==> config.mk <==
export PLATFORM = sky130hd
export DESIGN_NAME = ipi_core_regs
export DESIGN_NICKNAME = d
export VERILOG_FILES = /design/src/rtl/ipi_pkg.sv /design/src/rtl/ipi_addr_decode.sv /design/src/rtl/ipi_status_irq.sv /design/src/rtl/ipi_mailbox.sv /design/src/rtl/ipi_core_regs.sv
export SDC_FILE = /design/constraint.sdc
export NUM_CORES = 1
export LEC_CHECK = 0
export ABC_AREA = 1
export BUFFER_PORTS_ARGS = -buffer_cell sky130_fd_sc_hd__buf_2
export CORE_ASPECT_RATIO = 0.7
export CORE_MARGIN = 4
export CORE_UTILIZATION = 51
export DETAILED_ROUTE_END_ITERATION = 8
export GPL_ROUTABILITY_DRIVEN = 0
export PLACE_DENSITY_LB_ADDON = 0.3
export SYNTH_ARGS = -nofsm -noshare
export SYNTH_HDL_FRONTEND = slang
export SYNTH_SLANG_ARGS = --single-unit
==> constraint.sdc <==
create_clock -name clk -period 7.1 [get_ports clk]
set_input_delay 1.42 -clock clk [delete_from_list [all_inputs] [get_ports clk]]
set_output_delay 1.42 -clock clk [all_outputs]
set_load 0.02 [all_outputs]
==> src/rtl/ipi_pkg.sv <==
package ipi_pkg;
   localparam int OFF_PEND  = 'h00;
   localparam int OFF_MASK  = 'h04;
   localparam int OFF_POST  = 'h08;
   localparam int OFF_ACK   = 'h0C;

   typedef enum logic [2:0] {
      SEL_NONE,
      SEL_PEND,
      SEL_MASK,
      SEL_POST,
      SEL_ACK,
      SEL_MBOX
   } reg_sel_e;
endpackage

==> src/rtl/ipi_addr_decode.sv <==
module ipi_addr_decode #(
   parameter int ADDR_W    = 8,
   parameter int MBOX_N    = 8,
   parameter int MBOX_BASE = 'h20,
   localparam int IDX_W    = (MBOX_N > 1) ? $clog2(MBOX_N) : 1
) (
   input  logic [ADDR_W-1:0] addr,
   output ipi_pkg::reg_sel_e sel,
   output logic [IDX_W-1:0]  mbox_idx
);
   import ipi_pkg::*;

   localparam logic [ADDR_W-1:0] MB_LO = ADDR_W'(MBOX_BASE);
   localparam logic [ADDR_W-1:0] MB_HI = ADDR_W'(MBOX_BASE + 4 * (MBOX_N - 1));

   logic [ADDR_W-1:0] mb_off;

   assign mb_off   = addr - MB_LO;
   assign mbox_idx = mb_off[IDX_W+1:2];

   always_comb begin
      sel = SEL_NONE;
      if (addr == ADDR_W'(OFF_PEND))      sel = SEL_PEND;
      else if (addr == ADDR_W'(OFF_MASK)) sel = SEL_MASK;
      else if (addr == ADDR_W'(OFF_POST)) sel = SEL_POST;
      else if (addr == ADDR_W'(OFF_ACK))  sel = SEL_ACK;
      else if (addr >= MB_LO && addr <= MB_HI) sel = SEL_MBOX;
   end
endmodule

==> src/rtl/ipi_status_irq.sv <==
module ipi_status_irq #(
   parameter int DATA_W = 32
) (
   input  logic              clk,
   input  logic              rst_n,
   input  logic              post_wr,
   input  logic              ack_wr,
   input  logic              mask_wr,
   input  logic [DATA_W-1:0] wdata,
   output logic [DATA_W-1:0] pend_q,
   output logic [DATA_W-1:0] mask_q,
   output logic              irq_q
);
   logic [DATA_W-1:0] pend_d;
   logic              irq_d;

   always_comb begin
      pend_d = pend_q;
      irq_d  = irq_q;
      if (post_wr) begin
         pend_d = pend_q | wdata;
         if ((pend_d & mask_q) != '0) irq_d = 1'b1;
      end else if (ack_wr) begin
         pend_d = pend_q & ~wdata;
         if (pend_d == '0 && mask_q != '0) irq_d = 1'b0;
      end
   end

   always_ff @(posedge clk) begin
      if (!rst_n) begin
         pend_q <= '0;
         mask_q <= '0;
         irq_q  <= 1'b0;
      end else begin
         pend_q <= pend_d;
         irq_q  <= irq_d;
         if (mask_wr) mask_q <= wdata;
      end
   end
endmodule

==> src/rtl/ipi_mailbox.sv <==
module ipi_mailbox #(
   parameter int DATA_W = 32,
   parameter int MBOX_N = 8,
   localparam int IDX_W = (MBOX_N > 1) ? $clog2(MBOX_N) : 1
) (
   input  logic              clk,
   input  logic              rst_n,
   input  logic              wr,
   input  logic [IDX_W-1:0]  idx,
   input  logic [DATA_W-1:0] wdata,
   output logic [DATA_W-1:0] rdata
);
   logic [DATA_W-1:0] word_q [MBOX_N];

   for (genvar g = 0; g < MBOX_N; g++) begin : g_word
      always_ff @(posedge clk) begin
         if (!rst_n)                           word_q[g] <= '0;
         else if (wr && idx == IDX_W'(g))      word_q[g] <= wdata;
      end
   end

   always_comb begin
      rdata = '0;
      for (int i = 0; i < MBOX_N; i++)
         if (idx == IDX_W'(i)) rdata = word_q[i];
   end
endmodule

==> src/rtl/ipi_core_regs.sv <==
module ipi_core_regs #(
   parameter int DATA_W    = 32,
   parameter int ADDR_W    = 8,
   parameter int MBOX_N    = 8,
   parameter int MBOX_BASE = 'h20
) (
   input  logic              clk,
   input  logic              rst_n,
   input  logic              wr_en,
   input  logic [ADDR_W-1:0] addr,
   input  logic [DATA_W-1:0] wdata,
   output logic [DATA_W-1:0] rdata,
   output logic              irq,
   output logic              guest_err
);
   import ipi_pkg::*;

   localparam int IDX_W = (MBOX_N > 1) ? $clog2(MBOX_N) : 1;

   if (ADDR_W < 8) begin : g_bad_addr
      $error("ipi_core_regs: ADDR_W must be at least 8");
   end
   if (DATA_W < 1) begin : g_bad_data
      $error("ipi_core_regs: DATA_W must be positive");
   end
   if (MBOX_N < 1 || MBOX_BASE % 4 != 0 || MBOX_BASE < 'h10) begin : g_bad_mbox
      $error("ipi_core_regs: mailbox base or count invalid");
   end
   if (MBOX_BASE + 4 * MBOX_N > (1 << ADDR_W)) begin : g_bad_fit
      $error("ipi_core_regs: mailbox exceeds address space");
   end

   reg_sel_e          sel;
   logic [IDX_W-1:0]  mbox_idx;
   logic [DATA_W-1:0] pend_q;
   logic [DATA_W-1:0] mask_q;
   logic [DATA_W-1:0] mbox_rd;
   logic              err_q;

   ipi_addr_decode #(
      .ADDR_W(ADDR_W), .MBOX_N(MBOX_N), .MBOX_BASE(MBOX_BASE)
   ) u_dec (
      .addr(addr), .sel(sel), .mbox_idx(mbox_idx)
   );

   ipi_status_irq #(.DATA_W(DATA_W)) u_stat (
      .clk(clk), .rst_n(rst_n),
      .post_wr(wr_en && sel == SEL_POST),
      .ack_wr (wr_en && sel == SEL_ACK),
      .mask_wr(wr_en && sel == SEL_MASK),
      .wdata(wdata), .pend_q(pend_q), .mask_q(mask_q), .irq_q(irq)
   );

   ipi_mailbox #(.DATA_W(DATA_W), .MBOX_N(MBOX_N)) u_mbox (
      .clk(clk), .rst_n(rst_n),
      .wr(wr_en && sel == SEL_MBOX),
      .idx(mbox_idx), .wdata(wdata), .rdata(mbox_rd)
   );

   always_ff @(posedge clk) begin
      if (!rst_n) err_q <= 1'b0;
      else        err_q <= wr_en && sel == SEL_PEND;
   end
   assign guest_err = err_q;

   always_comb begin
      unique case (sel)
         SEL_PEND: rdata = pend_q;
         SEL_MASK: rdata = mask_q;
         SEL_MBOX: rdata = mbox_rd;
         default:  rdata = '0;
      endcase
   end
endmodule

# [Yosys cells after proc, flatten, opt, wreduce, memory -nomap -nowiden]
# Memories as Yosys holds them, arrays and structs flattened.
# Cells that the tools add are included.
[word_totals] register_bits=66 ram_bits=256 out_inout_bits=34 wordCells=112 memories=1
[classes] add_sub_neg=1 order_cmp=2 eq_ne=16 n_mux=53 bitwise=12 reduce_logical=23
[mem_list] name="u_mbox.word_q" words=8 width=32 read_ports=8 rd_ports_with_merged_regs=0 wr=8 line_no="ipi_mailbox.sv:13" rtl="logic [DATA_W-1:0] word_q [MBOX_N];"
[op_table] cell="two-way mux 32 bit" count=18
[op_table] cell="one-hot mux 32 bit (3 select lines)" count=1
[op_table] cell="bitwise AND 32 bit" count=2
[op_table] cell="nonzero test 32 bit" count=2
[op_table] cell="zero test 32 bit" count=1
[op_table] cell="inverter 32 bit" count=1
[op_table] cell="bitwise OR 32 bit" count=1
[op_table] cell="two-way mux 1 bit" count=29
[op_table] cell="equality test 3 bit (second input constant)" count=6
[op_table] cell="equality test 8 x 4 -> 1 bit (second input constant)" count=2
[op_table] cell="logical AND 1 bit" count=15
[op_table] cell="two-way mux 3 bit" count=5
[op_table] cell="equality test 3 x 2 -> 1 bit (second input constant)" count=4
[op_table] cell="equality test 8 x 3 -> 1 bit (second input constant)" count=1
[op_table] cell=">= comparator 8 x 6 -> 1 bit (second input constant)" count=1
[op_table] cell="less-or-equal comparator 8 x 6 -> 1 bit (second input constant)" count=1
[op_table] cell="zero test 8 bit" count=1
[op_table] cell="bitwise OR 1 bit" count=8
[op_table] cell="equality test 3 x 1 -> 1 bit (second input constant)" count=2
[op_table] cell="subtractor 5 x 1 -> 5 bit (second input constant)" count=1
[op_table] cell="nonzero test 2 bit" count=2
[op_table] cell="zero test 3 bit" count=1
[op_table] cell="AND reduction 3 bit" count=1
[op_table] cell="inequality test 2 bit (second input constant)" count=1

# [Depth between registers and ports, before layout]
[logic_depth] depth_word=14 mapped_depth=12 ltp_nobuf=11

# [Hierarchy]
# From an unflattened synthesis, not the netlist that was laid out.
[unflattened] hier_cells=1675 area_unflattened_um2=15302.2
[by_module_without_submodules] module="ipi_mailbox" instances=1 cells_per_inst=1042 area_per_inst_um2=11179.5
[by_module_without_submodules] module="ipi_status_irq" instances=1 cells_per_inst=427 area_per_inst_um2=2906.5
[by_module_without_submodules] module="ipi_core_regs" instances=1 cells_per_inst=172 area_per_inst_um2=1042.2
[by_module_without_submodules] module="ipi_addr_decode" instances=1 cells_per_inst=34 area_per_inst_um2=173.9

# [Worst setup path before layout]
# OpenSTA, ideal clock, no wires.
[synth_timing] path_kind="input to register" startpoint="input addr[4]" endpoint="memory u_mbox.word_q[0][0], enable pin" setup_time_ns=0.466 arrival_time_ns=4.579 required_time_ns=6.634 path_slack_ns=2.055 path_stages=9 n_path_buf=2 cell_sequence="buf_2 -> inv_2 -> nor2_2 -> nand2_1 -> nand2_2 -> nor2_4 -> buf_6 -> inv_1 -> o21ai_0"
[synth_rtl] item="start, declared" line_no="ipi_core_regs.sv:10" rtl="input logic [ADDR_W-1:0] addr,"
[synth_rtl] item="end, declared" line_no="ipi_mailbox.sv:13"

# [Final worst setup path]
[layout_timing] startpoint="input addr[3]" endpoint="output rdata[30]"
[layout_between] elab_chain_cells=11 word_cells_on_any_way=33
[layout_lines] item="subtractor 5 x 1 -> 5 bit" line_no="ipi_addr_decode.sv:18" rtl="assign mb_off = addr - MB_LO;"
[layout_lines] item="zero test 3 bit" line_no="ipi_mailbox.sv:25" rtl="if (idx == IDX_W'(i)) rdata = word_q[i];"
[layout_lines] item="two-way mux 32 bit (8 in series)" line_no="ipi_mailbox.sv:25"
[layout_lines] item="one-hot mux 32 bit (3 select lines) (*)" line_no="ipi_core_regs.sv:67" rtl="unique case (sel)"
[layout_lines] item="end, declared" line_no="ipi_core_regs.sv:12" rtl="output logic [DATA_W-1:0] rdata,"
# Every way passes the cells marked *; elsewhere a longest branch is shown, timed or not.

==> metrics.log <==
[metrics] post-CTS setup buffer count: 0
[metrics] root buffer selected by CTS: clkbuf_16
[metrics] overall routed net length: 40410 um
[metrics] fraction of final layout cells with drive strength greater than 1: 0.09607
[metrics] number of cells upsized or downsized after cts: 0
[metrics] via count: 11840
[metrics] standard cell core area: 0.02820 sq mm
[metrics] cell chain of the critical path: buf_2 -> inv_1 -> nand2_1 -> nor2_2 -> buf_4 -> inv_2 -> o21ai_0 -> nand2_1 -> nand2_1 -> nand2_1 -> buf_2
[metrics] minimum clock period after layout: 4.884 ns
[metrics] internal power consumption: 2.981 mW
[metrics] Mean Syn Cell Area: 8.957 sq um
[metrics] register share of total power: 0.549
[metrics] critical path's largest stage delay: 0.44 ns
[metrics] clk sink count: 322
[metrics] Starting Density: 0.5252
[metrics] Hold-fix buffers, CTS: 0
[metrics] PD cells: 238.8 mW/mm^2
[metrics] Final Hold Vio Count: 0
[metrics] switching power: 902.3 uW
[metrics] clock-pin transition on the worst setup and hold timing paths: 0.07 ns
[metrics] WP depth: 11
[metrics] cell type of the slowest stage on the worst timing path: buf_4
[metrics] share of flip-flops with an asynchronous set or reset: 0
[metrics] R2R cell count: 8
[metrics] share of power burned in the clock network: 0.384
[metrics] largest net degree at the start of global routing: 67
[metrics] Hold Path Stages: 2
[metrics] switching power as a share of total power: 0.2324
[metrics] routed wirelength normalized by instance count: 19.45 um
[metrics] final sum of negative setup slack: 0 ns
[metrics] HPWL Detailed: 25120 um
[metrics] dominant cell type by count on the critical path: nand2_1
[metrics] ys flop type: edfxtp_1
[metrics] count of routing violations after the opening detailed-route iteration: 1541
[metrics] number of I/O port buffers: 76
[metrics] latest clock arrival within the worst-skew pair: 0.56 ns
[metrics] Syn. warnings: 0
[metrics] number of max-cap violations: 0
[metrics] Bufs on Longest Clock Path: 3
[metrics] cell leakage power: 6.406 nW
[metrics] via count of the first global-routing pass: 11210
[metrics] average via count per standard cell: 5.696
[metrics] Max H-tree Level: 1
[metrics] number of rows created at floorplan: 51
[metrics] Max FO, Critical Path: 34
[metrics] classification of the worst setup path: input pin to output pin
[metrics] Gate Count Post-Synth: 1654
[metrics] boundary pin count: 77
[metrics] number of library cell types mapped by synthesis: 27
[metrics] portion of the clock cycle consumed by the worst path in the final layout: 0.6879
[metrics] Fin Clk Skew: 0.01084 ns
[metrics] overall power after layout: 3.883 mW
[metrics] Max-Slew Margin vs Limit: 0.1481
[metrics] nature of the critical path startpoint: input pin
[metrics] Worst Tran Pin Value: 1.278 ns
[metrics] arrival time of the worst setup path: 3.46 ns
[metrics] Die Span Y: 150.6 um
[metrics] antenna diode count: 0
[metrics] number of antenna violations at the first check in global routing: 0
[metrics] overall overflow remaining after global route: 0
[metrics] number of enable flip-flop cells after synthesis: 256
[metrics] number of buffers added by the clock tree synthesis step: 29
[metrics] number of nets with antenna violations after routing: 0
[metrics] summed instance area of the synthesized netlist: 0.01481 sq mm
[metrics] worst min path class: flip-flop to flip-flop
[metrics] IR drop worst, VDD: 0.1580 mV
[metrics] unrepaired setup endpoints after global routing: false
[metrics] overall die area: 0.03188 sq mm
[metrics] relative area change from synthesis to final layout: 9.764%
[metrics] number of register bits inferred by synthesis: 322
[metrics] crit path capture type: output pin
[metrics] Synth Net Count: 1697
[metrics] CTS tree: built
[metrics] GRT Overall Usage: 0.2510
[metrics] outcome: completed
[metrics] relative contribution of combinational cells to total power: 0.067
[metrics] wire length of the first global-routing pass: 62920 um
[metrics] Largest delay share family, worst path: buffers and inverters
[metrics] total iterations of the first detailed-routing run: 6
[metrics] count of final setup violators: 0
[metrics] required time of the worst setup path: 5.68 ns
[metrics] part of the Yosys area used for sequential elements: 0.6081
[metrics] width of the chip: 211.7 um
[metrics] buffering stage count on the worst path with inverters included: 5
[metrics] DRC violation count after routing: 0
[metrics] max-slew violation count: 0
[metrics] Achievable Freq: 0.2047 GHz
[metrics] number of nets in the final layout: 1733
-- logic make-up (layout without fill, tap and decap cells) --
group                  count (synthesis)  count (layout)  share of synthesized area
AOI/OAI and AO/OA                    272             272                    0.09747
buffers and inverters                196             249                    0.05862
DFF                                  322             322                     0.6081
and+or+nand+nor                      864             864                     0.2358
-- routing by layer --
| metal | up-vias | global-route usage | share of wire |
|---|---|---|---|
| met5 | - | 0 | 0 |
| met4 | 0 | 0.04924 | 0.021 |
| met3 | 65 | 0.03895 | 0.090 |
| met2 | 574 | 0.3942 | 0.45 |
| met1 | 5613 | 0.3758 | 0.44 |
| li1 | 5584 | - | - |
-- placed cells by master, fill, tap and decap left out, drive strengths merged, types with 11 or more instances in the layout --
cell type and count:
o21ai 118, inv 76, edfxtp 256, nand4 11, clkinv 43, clkbuf 34
a21oi 121, nand3 83, nand2 362, a211oi 32, dfxtp 66, nor2 405
buf 93
-- Yosys cell counts, drive strengths merged, types with 11 or more instances --
cell type / instances / area [sq um]
nand4: 11 / 68.82
a21oi: 121 / 605.6
a211oi: 32 / 240.2
nor2: 405 / 1550
clkbuf: 35 / 131.4
inv: 76 / 285.3
o21ai: 118 / 590.6
edfxtp: 256 / 7687
nand2: 362 / 1369
clkinv: 32 / 120.1
buf: 53 / 331.6
nand3: 83 / 488.0
dfxtp: 66 / 1321
-- power by group through the flow --
stage	Sequential [mW]	Combinational (mW)	Clock (mW)
after floorplan	2.17	0.152	0
after global placement	2.17	0.255	0
after detailed placement	2.17	0.258	0
after CTS	2.13	0.259	1.51
after global routing	2.14	0.284	1.58
final	2.13	0.260	1.49
-- tightest hold or removal path, stage by stage (launching register included) --
cell      delay [ns]
dfxtp_1         0.34
inv_1           0.06
a211oi_1        0.06
-- final cells by class --
| cell class | instances | area, sq um |
|---|---|---|
| fillers | 2476 | 11940 |
| flip-flops and latches | 322 | 9009 |
| multi-input cells | 1136 | 5006 |
| clock buffers | 34 | 744.5 |
| repair buffers | 93 | 520.5 |
| well taps | 371 | 464.2 |
| inverters | 108 | 405.4 |
| clock inverters | 14 | 111.4 |
-- state kept, by name, summed over array words and instances, names as in the netlist, named ones only --
name           flops
u_stat.irq_q       1
guest_err          1
u_mbox.word_q    256
u_stat.mask_q     32
-- path summary, 6_finish.rpt --
kind	start	endpoint	slack (ns)
worst max-delay path	addr[3]	rdata[30]	2.22
worst min-delay path	u_stat.mask_q[2]	u_stat.mask_q[2]	0.50
worst min register to register	u_stat.mask_q[2]	u_stat.mask_q[2]	0.50
worst max register to register	flip-flop	u_stat.irq_q	5.46
-- per-stage QoR --
stage               hold WS, ns  cell area, sq um  utilization  setup WS (ns)  cells
finish                   0.4979             16260       0.5765          2.216   2078
global route             0.5109             16260       0.5765          1.974   2078
CTS                      0.4936             16260       0.5765          2.248   2078
detailed placement       0.4819             15400       0.5462          2.248   2030
global placement         0.4642             15400       0.5462          2.257   2030
floorplan                0.4565             14810            -          2.055   1654
(Power assumes the default switching activity.)
